==> src/rtl/hsm_pkg.sv <==
package hsm_pkg;

  localparam int unsigned DEF_SYMS  = 16;
  localparam int unsigned DEF_CHIPS = 32;

  // Base pattern, entries 1..7 rotate it by 4 chips each, 8..15 flip odd chips.
  function automatic logic [DEF_SYMS*DEF_CHIPS-1:0] def_tab();
    logic [31:0] base;
    logic [31:0] r;
    logic [DEF_SYMS*DEF_CHIPS-1:0] t;
    base = 32'h744A_C39B;
    t = '0;
    for (int s = 0; s < 8; s++) begin
      r = (s == 0) ? base : ((base << (4*s)) | (base >> (32 - 4*s)));
      t[s*32 +: 32]     = r;
      t[(s+8)*32 +: 32] = r ^ 32'hAAAA_AAAA;
    end
    return t;
  endfunction

  localparam logic [DEF_SYMS*DEF_CHIPS-1:0] DEF_TAB = def_tab();

  function automatic int hs_sample(int n, int spc, int amp);
    real x;
    x = amp * $sin(3.14159265358979 * n / (2.0 * spc));
    return $rtoi(x + 0.5);
  endfunction

endpackage

==> src/rtl/hsm_rom.sv <==
module hsm_rom #(
  parameter int unsigned SPC   = 4,
  parameter int unsigned AMP_W = 12,
  localparam int unsigned N    = 2 * SPC,
  localparam int unsigned IW   = $clog2(N)
) (
  input  logic [IW-1:0]    idx_i,
  output logic [AMP_W-1:0] mag_o
);
  localparam int AMP = (1 << (AMP_W - 1)) - 1;

  logic [AMP_W-1:0] tab [2**IW];

  for (genvar k = 0; k < 2**IW; k++) begin : g_tab
    localparam int V = (k < N) ? hsm_pkg::hs_sample(k, SPC, AMP) : 0;
    assign tab[k] = AMP_W'(V);
  end

  assign mag_o = tab[idx_i];
endmodule

==> src/rtl/hsm_branch.sv <==
module hsm_branch #(
  parameter int unsigned SPC   = 4,
  parameter int unsigned AMP_W = 12,
  localparam int unsigned SW   = $clog2(SPC),
  localparam int unsigned IW   = $clog2(2 * SPC)
) (
  input  logic                    clk_i,
  input  logic                    rst_ni,
  input  logic                    stb_i,
  input  logic                    per_i,
  input  logic                    load_i,
  input  logic                    chip_i,
  input  logic [SW-1:0]           samp_i,
  output logic signed [AMP_W-1:0] smp_o,
  output logic                    act_n_o,
  output logic                    cont_o
);
  logic act_q, half_q, chip_q;
  logic act_d, half_d, chip_d;
  logic [IW-1:0] idx;
  logic [AMP_W-1:0] mag;
  logic signed [AMP_W-1:0] smp_d, smp_q;

  always_comb begin
    act_d  = act_q;
    half_d = half_q;
    chip_d = chip_q;
    if (per_i) begin
      if (load_i) begin
        act_d  = 1'b1;
        half_d = 1'b0;
        chip_d = chip_i;
      end else if (act_q && !half_q) begin
        half_d = 1'b1;
      end else begin
        act_d = 1'b0;
      end
    end
  end

  assign idx = half_d ? (IW'(SPC) + IW'(samp_i)) : IW'(samp_i);

  hsm_rom #(.SPC(SPC), .AMP_W(AMP_W)) rom_i (.idx_i(idx), .mag_o(mag));

  always_comb begin
    if (!act_d)      smp_d = '0;
    else if (chip_d) smp_d = $signed(mag);
    else             smp_d = -$signed(mag);
  end

  always_ff @(posedge clk_i or negedge rst_ni) begin
    if (!rst_ni) begin
      act_q  <= 1'b0;
      half_q <= 1'b0;
      chip_q <= 1'b0;
      smp_q  <= '0;
    end else if (stb_i) begin
      act_q  <= act_d;
      half_q <= half_d;
      chip_q <= chip_d;
      smp_q  <= smp_d;
    end
  end

  assign smp_o   = smp_q;
  assign act_n_o = act_d;
  assign cont_o  = act_q && !half_q;

  p_hold_r4: assert property (@(posedge clk_i) disable iff (!rst_ni)
    !$past(stb_i) |-> $stable(smp_o));

  p_start_zero_r3: assert property (@(posedge clk_i) disable iff (!rst_ni)
    $rose(act_q) |-> (smp_o == '0));

  p_two_periods_r2: assert property (@(posedge clk_i) disable iff (!rst_ni)
    (per_i && act_q && half_q && !load_i) |=> !act_q);
endmodule

==> src/rtl/hsm_seq.sv <==
module hsm_seq #(
  parameter int unsigned N_CHIP = 32,
  parameter int unsigned SYM_W  = 4,
  parameter int unsigned SPC    = 4,
  parameter logic [(1<<SYM_W)*N_CHIP-1:0] CHIP_TAB = hsm_pkg::DEF_TAB,
  localparam int unsigned BYTE_W = 2 * SYM_W,
  localparam int unsigned CW     = $clog2(N_CHIP),
  localparam int unsigned SW     = $clog2(SPC)
) (
  input  logic              clk_i,
  input  logic              rst_ni,
  input  logic              stb_i,
  input  logic [BYTE_W-1:0] byte_i,
  input  logic              byte_valid_i,
  output logic              byte_ready_o,
  input  logic              cont_i,
  output logic              per_o,
  output logic [1:0]        load_o,
  output logic              chip_o,
  output logic [SW-1:0]     samp_o
);
  logic [BYTE_W-1:0] byte_q;
  logic ld_q, run_q, nib_q;
  logic [CW-1:0] cidx_q;
  logic [SW-1:0] samp_q;
  logic have, issue, last, accept;
  logic [SYM_W-1:0] sym;
  logic [N_CHIP-1:0] entry;

  assign have   = run_q || ld_q;
  assign sym    = nib_q ? byte_q[BYTE_W-1:SYM_W] : byte_q[SYM_W-1:0];
  assign entry  = CHIP_TAB[int'(sym)*N_CHIP +: N_CHIP];
  assign chip_o = entry[cidx_q];
  assign per_o  = stb_i && (samp_q == '0);
  assign issue  = per_o && have;
  assign load_o = issue ? (2'b01 << cidx_q[0]) : 2'b00;
  assign last   = nib_q && (cidx_q == CW'(N_CHIP - 1));
  assign byte_ready_o = !ld_q && !run_q;
  assign accept = byte_valid_i && byte_ready_o;
  assign samp_o = samp_q;

  always_ff @(posedge clk_i or negedge rst_ni) begin
    if (!rst_ni) begin
      byte_q <= '0;
      ld_q   <= 1'b0;
      run_q  <= 1'b0;
      nib_q  <= 1'b0;
      cidx_q <= '0;
      samp_q <= '0;
    end else begin
      if (accept) begin
        byte_q <= byte_i;
        ld_q   <= 1'b1;
      end
      if (issue) begin
        if (!run_q) ld_q <= 1'b0;
        if (last) begin
          run_q  <= 1'b0;
          nib_q  <= 1'b0;
          cidx_q <= '0;
        end else begin
          run_q <= 1'b1;
          if (cidx_q == CW'(N_CHIP - 1)) begin
            nib_q  <= 1'b1;
            cidx_q <= '0;
          end else begin
            cidx_q <= cidx_q + CW'(1);
          end
        end
      end
      if (stb_i) begin
        if (per_o && !have && !cont_i)       samp_q <= '0;  // idle: stay aligned
        else if (samp_q == SW'(SPC - 1))     samp_q <= '0;
        else                                 samp_q <= samp_q + SW'(1);
      end
    end
  end

  p_accept_r5: assert property (@(posedge clk_i) disable iff (!rst_ni)
    (byte_valid_i && byte_ready_o) |=> !byte_ready_o);

  p_first_chip_r1: assert property (@(posedge clk_i) disable iff (!rst_ni)
    (issue && !run_q) |-> (cidx_q == '0 && !nib_q));

  p_samp_hold_r4: assert property (@(posedge clk_i) disable iff (!rst_ni)
    !stb_i |=> $stable(samp_q));
endmodule

==> src/rtl/dsss_hs_modulator.sv <==
module dsss_hs_modulator #(
  parameter int unsigned N_CHIP = 32,
  parameter int unsigned SYM_W  = 4,
  parameter int unsigned SPC    = 4,
  parameter int unsigned AMP_W  = 12,
  parameter logic [(1<<SYM_W)*N_CHIP-1:0] CHIP_TAB = hsm_pkg::DEF_TAB,
  localparam int unsigned BYTE_W = 2 * SYM_W
) (
  input  logic                    clk_i,
  input  logic                    rst_ni,
  input  logic [BYTE_W-1:0]       byte_i,
  input  logic                    byte_valid_i,
  output logic                    byte_ready_o,
  input  logic                    smp_stb_i,
  output logic signed [AMP_W-1:0] i_o,
  output logic signed [AMP_W-1:0] q_o,
  output logic                    out_valid_o,
  output logic                    idle_o
);
  localparam int unsigned SW = $clog2(SPC);

  logic per;
  logic [1:0] load, act_n, cont;
  logic chip;
  logic [SW-1:0] samp;
  logic signed [AMP_W-1:0] smp [2];
  logic valid_q, idle_q;

  hsm_seq #(.N_CHIP(N_CHIP), .SYM_W(SYM_W), .SPC(SPC), .CHIP_TAB(CHIP_TAB)) seq_i (
    .clk_i, .rst_ni, .stb_i(smp_stb_i), .byte_i, .byte_valid_i, .byte_ready_o,
    .cont_i(|cont), .per_o(per), .load_o(load), .chip_o(chip), .samp_o(samp)
  );

  // branch 0 = I (even chips), branch 1 = Q (odd chips)
  for (genvar g = 0; g < 2; g++) begin : g_br
    hsm_branch #(.SPC(SPC), .AMP_W(AMP_W)) br_i (
      .clk_i, .rst_ni, .stb_i(smp_stb_i), .per_i(per), .load_i(load[g]),
      .chip_i(chip), .samp_i(samp), .smp_o(smp[g]), .act_n_o(act_n[g]),
      .cont_o(cont[g])
    );
  end

  always_ff @(posedge clk_i or negedge rst_ni) begin
    if (!rst_ni) begin
      valid_q <= 1'b0;
      idle_q  <= 1'b1;
    end else begin
      valid_q <= smp_stb_i && (|act_n);
      if (smp_stb_i) idle_q <= !(|act_n);
    end
  end

  assign i_o         = smp[0];
  assign q_o         = smp[1];
  assign out_valid_o = valid_q;
  assign idle_o      = idle_q;

  p_idle_quiet_r7: assert property (@(posedge clk_i) disable iff (!rst_ni)
    idle_o |-> (i_o == '0 && q_o == '0 && !out_valid_o));

  p_valid_strobe_r4: assert property (@(posedge clk_i) disable iff (!rst_ni)
    out_valid_o |-> $past(smp_stb_i));

  p_one_load_r2: assert property (@(posedge clk_i) disable iff (!rst_ni)
    $onehot0({g_br[0].br_i.act_n_o && !g_br[0].br_i.act_q,
              g_br[1].br_i.act_n_o && !g_br[1].br_i.act_q} & {2{per}}));
endmodule

==> config.mk <==
export PLATFORM = sky130hd
export DESIGN_NAME = dsss_hs_modulator
export DESIGN_NICKNAME = d
export VERILOG_FILES = /design/src/rtl/hsm_pkg.sv /design/src/rtl/hsm_rom.sv /design/src/rtl/hsm_branch.sv /design/src/rtl/hsm_seq.sv /design/src/rtl/dsss_hs_modulator.sv
export SDC_FILE = /design/constraint.sdc
export NUM_CORES = 1
export LEC_CHECK = 0
export ABC_AREA = 1
export CAP_MARGIN = 5
export CORE_ASPECT_RATIO = 0.5
export CORE_MARGIN = 8
export CORE_UTILIZATION = 60
export CTS_CLUSTER_DIAMETER = 50
export DETAILED_ROUTE_END_ITERATION = 16
export GPL_TIMING_DRIVEN = 0
export PLACE_DENSITY = 0.81
export SLEW_MARGIN = 20
export SYNTH_ARGS = -nofsm -noshare
export SYNTH_HDL_FRONTEND = slang
export SYNTH_HIERARCHICAL = 1
export SYNTH_SLANG_ARGS = --single-unit
==> constraint.sdc <==
create_clock -name clk_i -period 8.4 [get_ports clk_i]
set_input_delay 1.68 -clock clk_i [delete_from_list [all_inputs] [get_ports clk_i]]
set_output_delay 1.68 -clock clk_i [all_outputs]
set_load 0.01 [all_outputs]
==> flow_summary.json, run 1 <==
{
  "cpLargestDelayFamily": "simple AND/OR/NAND/NOR gates",
  "finalCriticalPeriod_ns": 4.98,
  "dp_hpwl_um": 7600,
  "place_inst": 757,
  "slew_viol_final": 0,
  "required_ns": 8.63,
  "period_share_pct": 59.3,
  "crit_top_cell": "nand2_1",
  "top_level_ports": 39,
  "crit_buf_inv": 6,
  "drt_iter0_drc": 303,
  "synthFlopType": "dfrtp_1",
  "cts-buffers-inserted": 5,
  "drive_gt1_share_pct": 8.47,
  "synthAdderAreaFrac_pct": 9.03,
  "drc_errors": 0,
  "dr.pass1.iters": 5,
  "reg2reg_depth": 20,
  "instances_no_fill": 765,
  "fin_skew_ns": 0.00552,
  "routed_wl_um": 10200,
  "power_leakage_nw": 2.57,
  "fp.coreArea_um2": 6700,
  "yosysMostFrequentCell": "nand2_1",
  "crit_slowest_cell": "clkdlybuf4s50_1",
  "crit_cells": 19,
  "cts_tree": "done",
  "grt_max_degree": 51,
  "avgSynthCellArea_um2": 6.63,
  "synth_fp_nets": 669,
  "die_h_um": 74.9,
  "clock-sinks": 50,
  "start_kind": "input pin",
  "postCtsHoldBufs": 0,
  "fmax_mhz": 201,
  "worstPathCellList": "clkdlybuf4s50_1 -> nand2_1 -> nor2_1 -> inv_1 -> nor2_1 -> nand2_2 -> nand2_1 -> inv_1 -> inv_2 -> nand2_1 -> buf_4 -> inv_1 -> ha_1 -> nand3_1 -> nand2_1 -> nand3_1 -> nand2_1 -> nand3_1 -> nand2_1",
  "synth_xor_area_share_pct": 0.632,
  "synthMuxAreaShare_pct": 0.271,
  "outcome": "finished clean",
  "grt_pass1_wl_um": 16900,
  "final.setup.tns_ns": 0,
  "clk_latency_ns": 0.29,
  "yosys_warnings": 6,
  "seq_area_frac_synth_pct": 30.1,
  "nets": 714,
  "route.detailed.wl_per_inst_um": 13.3,
  "grt_pass1_vias": 3799,
  "post_cts_buffers": 0,
  "arrival_ns": 5.21,
  "power.density_nw_per_um2": 452,
  "rsz0062_at_grt": "false",
  "critPathKind": "in -> reg",
  "syn_inst": 627,
  "start_util_pct": 62.1,
  "antenna_left": 0,
  "synth_edf_count": 0,
  "via_per_inst": 5.38,
  "vdd_drop_max_uv": 280,
  "end_kind": "flip-flop",
  "overflow": 0,
  "synthTopCellsByArea": "dfrtp_1 (29%), nand2_1 (16%), nand3_1 (13%)",
  "antenna_found_initial": 0,
  "hold_class": "reg -> reg",
  "clk_pin_slew_ns": 0.06,
  "synthArstFlopShare_pct": 100,
  "setup_viol": 0,
  "fp.dieW_um": 134,
  "synth_area_leader_cell": "dfrtp_1",
  "dieArea_um2": 10000,
  "ys_ff_latch": 50,
  "synth_top_family_by_area": "simple AND/OR/NAND/NOR gates",
  "maxCapViolations": 0,
  "synth_compound_area_share_pct": 10.3,
  "synth_top_cells_by_count": "nand2_1 (180), nand3_1 (109), inv_1 (82)",
  "clockBufferDepth": 2,
  "htree_levels": 2,
  "critPathMaxFanout": 13,
  "finalHoldViolations": 0,
  "holdPathStages": 2,
  "syn_area_um2": 4160,
  "gp_congestion": 0.897,
  "crit_path_max_incr_delay_ns": 0.77,
  "synth_top_area_share_pct": 29.5,
  "area_delta_synth_final_pct": 15.8,
  "num_vias": 4116,
  "grtUsageTotal_pct": 20.4,
  "placementRows": 21,
  "synth_cell_types": 29,
  "postCtsResizedCells": 0,
  "port_buffers": 38,
  "cts_root_buffer": "clkbuf_16",
  "synthSimpleGateAreaFrac_pct": 37.6,
  "n_antenna_cell": 0,
  "worst_pin_slew_ns": 0.651,
  "max_slew_margin_pct": 56.6
}
-- worst paths after layout --
path	startpoint	to	slack, ns
min in group asynchronous	rst_ni	g_br[0].br_i/smp_o[2]	1.41
max in group asynchronous	rst_ni	g_br[1].br_i/smp_o[2]	6.54
max	smp_stb_i	g_br[1].br_i/smp_o[10]	3.42
min reg2reg	g_br[1].br_i/smp_o[10]	g_br[1].br_i/smp_o[10]	0.48
max reg2reg	seq_i/samp_o[0]	g_br[1].br_i/smp_o[10]	4.82
min	g_br[1].br_i/smp_o[10]	g_br[1].br_i/smp_o[10]	0.48
-- flip-flops by register name (all words and copies together), names as in the netlist --
register          flops
g_br.br_i/act_q       2
g_br.br_i/chip_q      2
g_br.br_i/half_q      2
g_br.br_i/smp_o      24
idle_o                1
out_valid_o           1
seq_i/byte_q          8
seq_i/cidx_q          5
seq_i/ld_q            1
seq_i/nib_q           1
seq_i/run_q           1
seq_i/samp_o          2
-- placed cells by master, fill, tap and decap left out, types with 2 or more instances in the layout --
master and instances:
a21oi_1 30, nand3_1 109, xor2_1 3, clkbuf_16 5, o21ai_4 2, clkbuf_1 6, nand2_2 18, ha_1 30
nand4_1 4, clkdlybuf4s50_1 37, dfrtp_1 49, nor2_1 34, inv_1 82, o21ai_0 26, o22ai_1 2, buf_4 10
inv_2 4, o21bai_1 2, clkinv_2 2, nand2_1 180, nand2_4 5, o21ai_1 16, conb_1 2, buf_6 6
-- logic make-up (layout without fill, tap and decap cells) --
| logic type | after synthesis | in the layout |
|---|---|---|
| muxes | 1 | 1 |
| AOI/OAI and AO/OA | 79 | 79 |
| adders and majority gates | 30 | 30 |
| and+or+nand+nor | 353 | 353 |
| xor gates and xnor gates | 3 | 3 |
| DFF | 50 | 50 |
| other | 2 | 2 |
| buffers and inverters | 109 | 155 |
-- metrics by stage --
stage / total power, mW / utilization (%) / setup WS (ns) / hold WS, ns / instance area (um2)
after floorplan: 1.53 / - / 4.67 / 0.465 / 4160
after global placement: 1.90 / 69.5 / 3.30 / 0.458 / 4650
after detailed placement: 1.93 / 69.4 / 3.22 / 0.464 / 4650
after CTS: 2.17 / 71.9 / 3.50 / 0.484 / 4820
after global routing: 2.39 / 71.9 / 3.05 / 0.504 / 4820
final: 2.18 / 71.9 / 3.42 / 0.478 / 4820
-- report_power, final --
part           internal [mW]  switching [mW]  total, mW
sequential             0.351          0.0838      0.435
clock                  0.139          0.0866      0.226
combinational          0.567           0.952       1.52
total                   1.06            1.12       2.18
-- final cells by class --
class / instances / area [um2]
Sequential cell: 50 / 1250
Clock buffer: 5 / 125
Multi-Input combinational cell: 468 / 2410
Timing Repair Buffer: 38 / 378
Fill cell: 592 / 1880
Buffer: 22 / 161
Inverter: 87 / 334
Tap cell: 92 / 115
Clock inverter: 3 / 40.0
-- worst register-to-register path: cells and delay by family (launching register included) --
kind / cells / cell delay (ns)
simple gates: 12 / 1.78
buf+inv: 6 / 0.77
flops: 1 / 0.56
fa+ha+maj: 2 / 0.39
-- per-layer routing --
layer  vias to the layer above  routed length (um)  track usage [%]
met4                         0                 132             7.03
met1                      1884                4550             23.9
met5                         -                   0                0
li1                       2084                   -                -
met2                       135                4970             37.7
met3                        13                 521             3.86
No activity file was read; power rests on OpenSTA's default activity.
==> run 2: changes to the inputs <==
Settings changed: CORE_UTILIZATION 60 to 59, PLACE_DENSITY 0.81 to 0.8.
Clock period 8.4 ns to 4.9 ns, I/O delays scaled along.
==> flow_summary.json, run 2 (synthesized netlist as in run 1, its figures left out) <==
{
  "end_kind": "flip-flop",
  "drt_iter0_drc": 283,
  "fill_cells": 594,
  "clk_pin_slew_ns": 0.06,
  "grt_pass1_wl_um": 17300,
  "fmax_mhz": 236,
  "gp_congestion": 0.940,
  "cts_tree": "done",
  "layout_commonest_cell": "nand2_1",
  "post_cts_buffers": 0,
  "layout_setup_ws_ns": 0.664,
  "routed_wl_um": 10200,
  "postCtsResizedCells": 0,
  "critPathMaxFanout": 13,
  "antenna_left": 0,
  "vdd_drop_max_uv": 386,
  "maxCapViolations": 0,
  "postCtsHoldBufs": 0,
  "grtUsageTotal_pct": 20.8,
  "holdPathStages": 2,
  "cts-buffers-inserted": 5,
  "route.detailed.wl_per_inst_um": 13.4,
  "multiInputGateArea_um2": 2410,
  "finalCriticalPeriod_ns": 4.24,
  "reg2reg_depth": 19,
  "worst_pin_slew_ns": 0.644,
  "cts_root_buffer": "clkbuf_16",
  "via_per_inst": 5.33,
  "drc_errors": 0,
  "largest_register_ffs": 24,
  "power.total_mw": 3.74,
  "fp.dieW_um": 135,
  "max_slew_margin_pct": 57.1,
  "dr.pass1.iters": 5,
  "power.density_nw_per_um2": 776,
  "clock-sinks": 50,
  "dieArea_um2": 10200,
  "instances_no_fill": 765,
  "antenna_found_initial": 0,
  "finalHoldViolations": 0,
  "drive_gt1_share_pct": 8.32,
  "area_delta_synth_final_pct": 16.0,
  "num_vias": 4081,
  "hold_class": "reg -> reg",
  "period_share_pct": 86.4,
  "post-place-ws_ns": 0.468,
  "clk_latency_ns": 0.30,
  "whs_endpoint": "g_br[1].br_i/smp_o[10]",
  "port_buffers": 38,
  "arrival_ns": 4.42,
  "rsz0062_at_grt": "false",
  "placementRows": 21,
  "place_area_um2": 4650,
  "worst-r2r-setup-slack_ns": 1.32,
  "outcome": "finished clean",
  "power_leakage_nw": 2.57,
  "final_cell_mix": "nand2_1 (180), nand3_1 (109), inv_1 (82)",
  "r2r_end": "g_br[1].br_i/smp_o[10]",
  "top_level_ports": 39,
  "slew_viol_final": 0,
  "htree_levels": 2,
  "fin_skew_ns": 0.00784,
  "overflow": 0,
  "required_ns": 5.08,
  "start_util_pct": 61.6,
  "dp_hpwl_um": 7660,
  "setup_viol": 0,
  "grt_max_degree": 51,
  "post-route-cell-area_um2": 4820,
  "register_area_um2": 1250,
  "clockBufferDepth": 2,
  "place_inst": 757,
  "critPathKind": "in -> reg",
  "n_antenna_cell": 0,
  "min_from": "g_br[1].br_i/smp_o[10]",
  "final.setup.tns_ns": 0,
  "start_kind": "input pin",
  "die_h_um": 75.4,
  "nets": 714,
  "grt_pass1_vias": 3750,
  "fp.coreArea_um2": 6750,
  "r2r-start": "seq_i/samp_o[0]"
}
==> run 2: worst max-delay path: stages <==
cell	delay (ns)
clkdlybuf4s50_1	0.74
nand2_1	0.22
nor2_1	0.39
inv_1	0.17
nor2_1	0.35
nand2_2	0.14
nand2_1	0.12
inv_1	0.13
inv_2	0.14
nand2_1	0.11
buf_4	0.15
inv_1	0.04
ha_1	0.19
nand3_1	0.13
nand2_1	0.17
nand4_1	0.10
nand3_1	0.09
nand2_1	0.05
==> run 2: report_power, final <==
group / leakage (nW) / switching, mW / internal, mW
clock network: 0.0841 / 0.154 / 0.255
logic: 1.85 / 1.62 / 0.970
registers: 0.638 / 0.145 / 0.601
==> run 2: how the worst max path moves through the flow <==
| stage | startpoint | to | slack, ns | cells after the start |
|---|---|---|---|---|
| CTS | smp_stb_i | g_br[1].br_i/smp_o[10] | 0.74 | 18 |
| global placement | smp_stb_i | g_br[1].br_i/smp_o[10] | 0.51 | 18 |
| global route | smp_stb_i | g_br[1].br_i/smp_o[10] | 0.32 | 19 |
| detailed placement | smp_stb_i | g_br[1].br_i/smp_o[10] | 0.47 | 18 |
| floorplan | smp_stb_i | g_br[1].br_i/smp_o[10] | 1.87 | 17 |
| finish | smp_stb_i | g_br[1].br_i/smp_o[10] | 0.66 | 18 |
==> run 2: final cells by class <==
| type | instances | share of cell area [%] |
|---|---|---|
| plain buffers | 22 | 3.35 |
| clock buffers | 7 | 2.96 |
| clock inverters | 1 | 0.622 |
| inverters | 87 | 6.92 |
| multi-input cells | 468 | 50.0 |
| flip-flops and latches | 50 | 26.0 |
| well taps | 92 | 2.39 |
| repair buffers | 38 | 7.83 |
==> run 2: per-stage QoR <==
stage | util [%] | hold slack [ns]
after global routing | 71.4 | 0.520
after floorplan | - | 0.465
after CTS | 71.4 | 0.487
after detailed placement | 68.9 | 0.469
after global placement | 68.9 | 0.456
final | 71.4 | 0.480
==> run 2: routing by layer <==
metal / part of all wire, % / track usage, % / vias up
met4: 1.3 / 7.15 / 0
li1: - / - / 2085
met2: 50 / 38.5 / 108
met1: 44 / 24.0 / 1875
met5: 0 / 0 / -
met3: 5.4 / 4.34 / 13
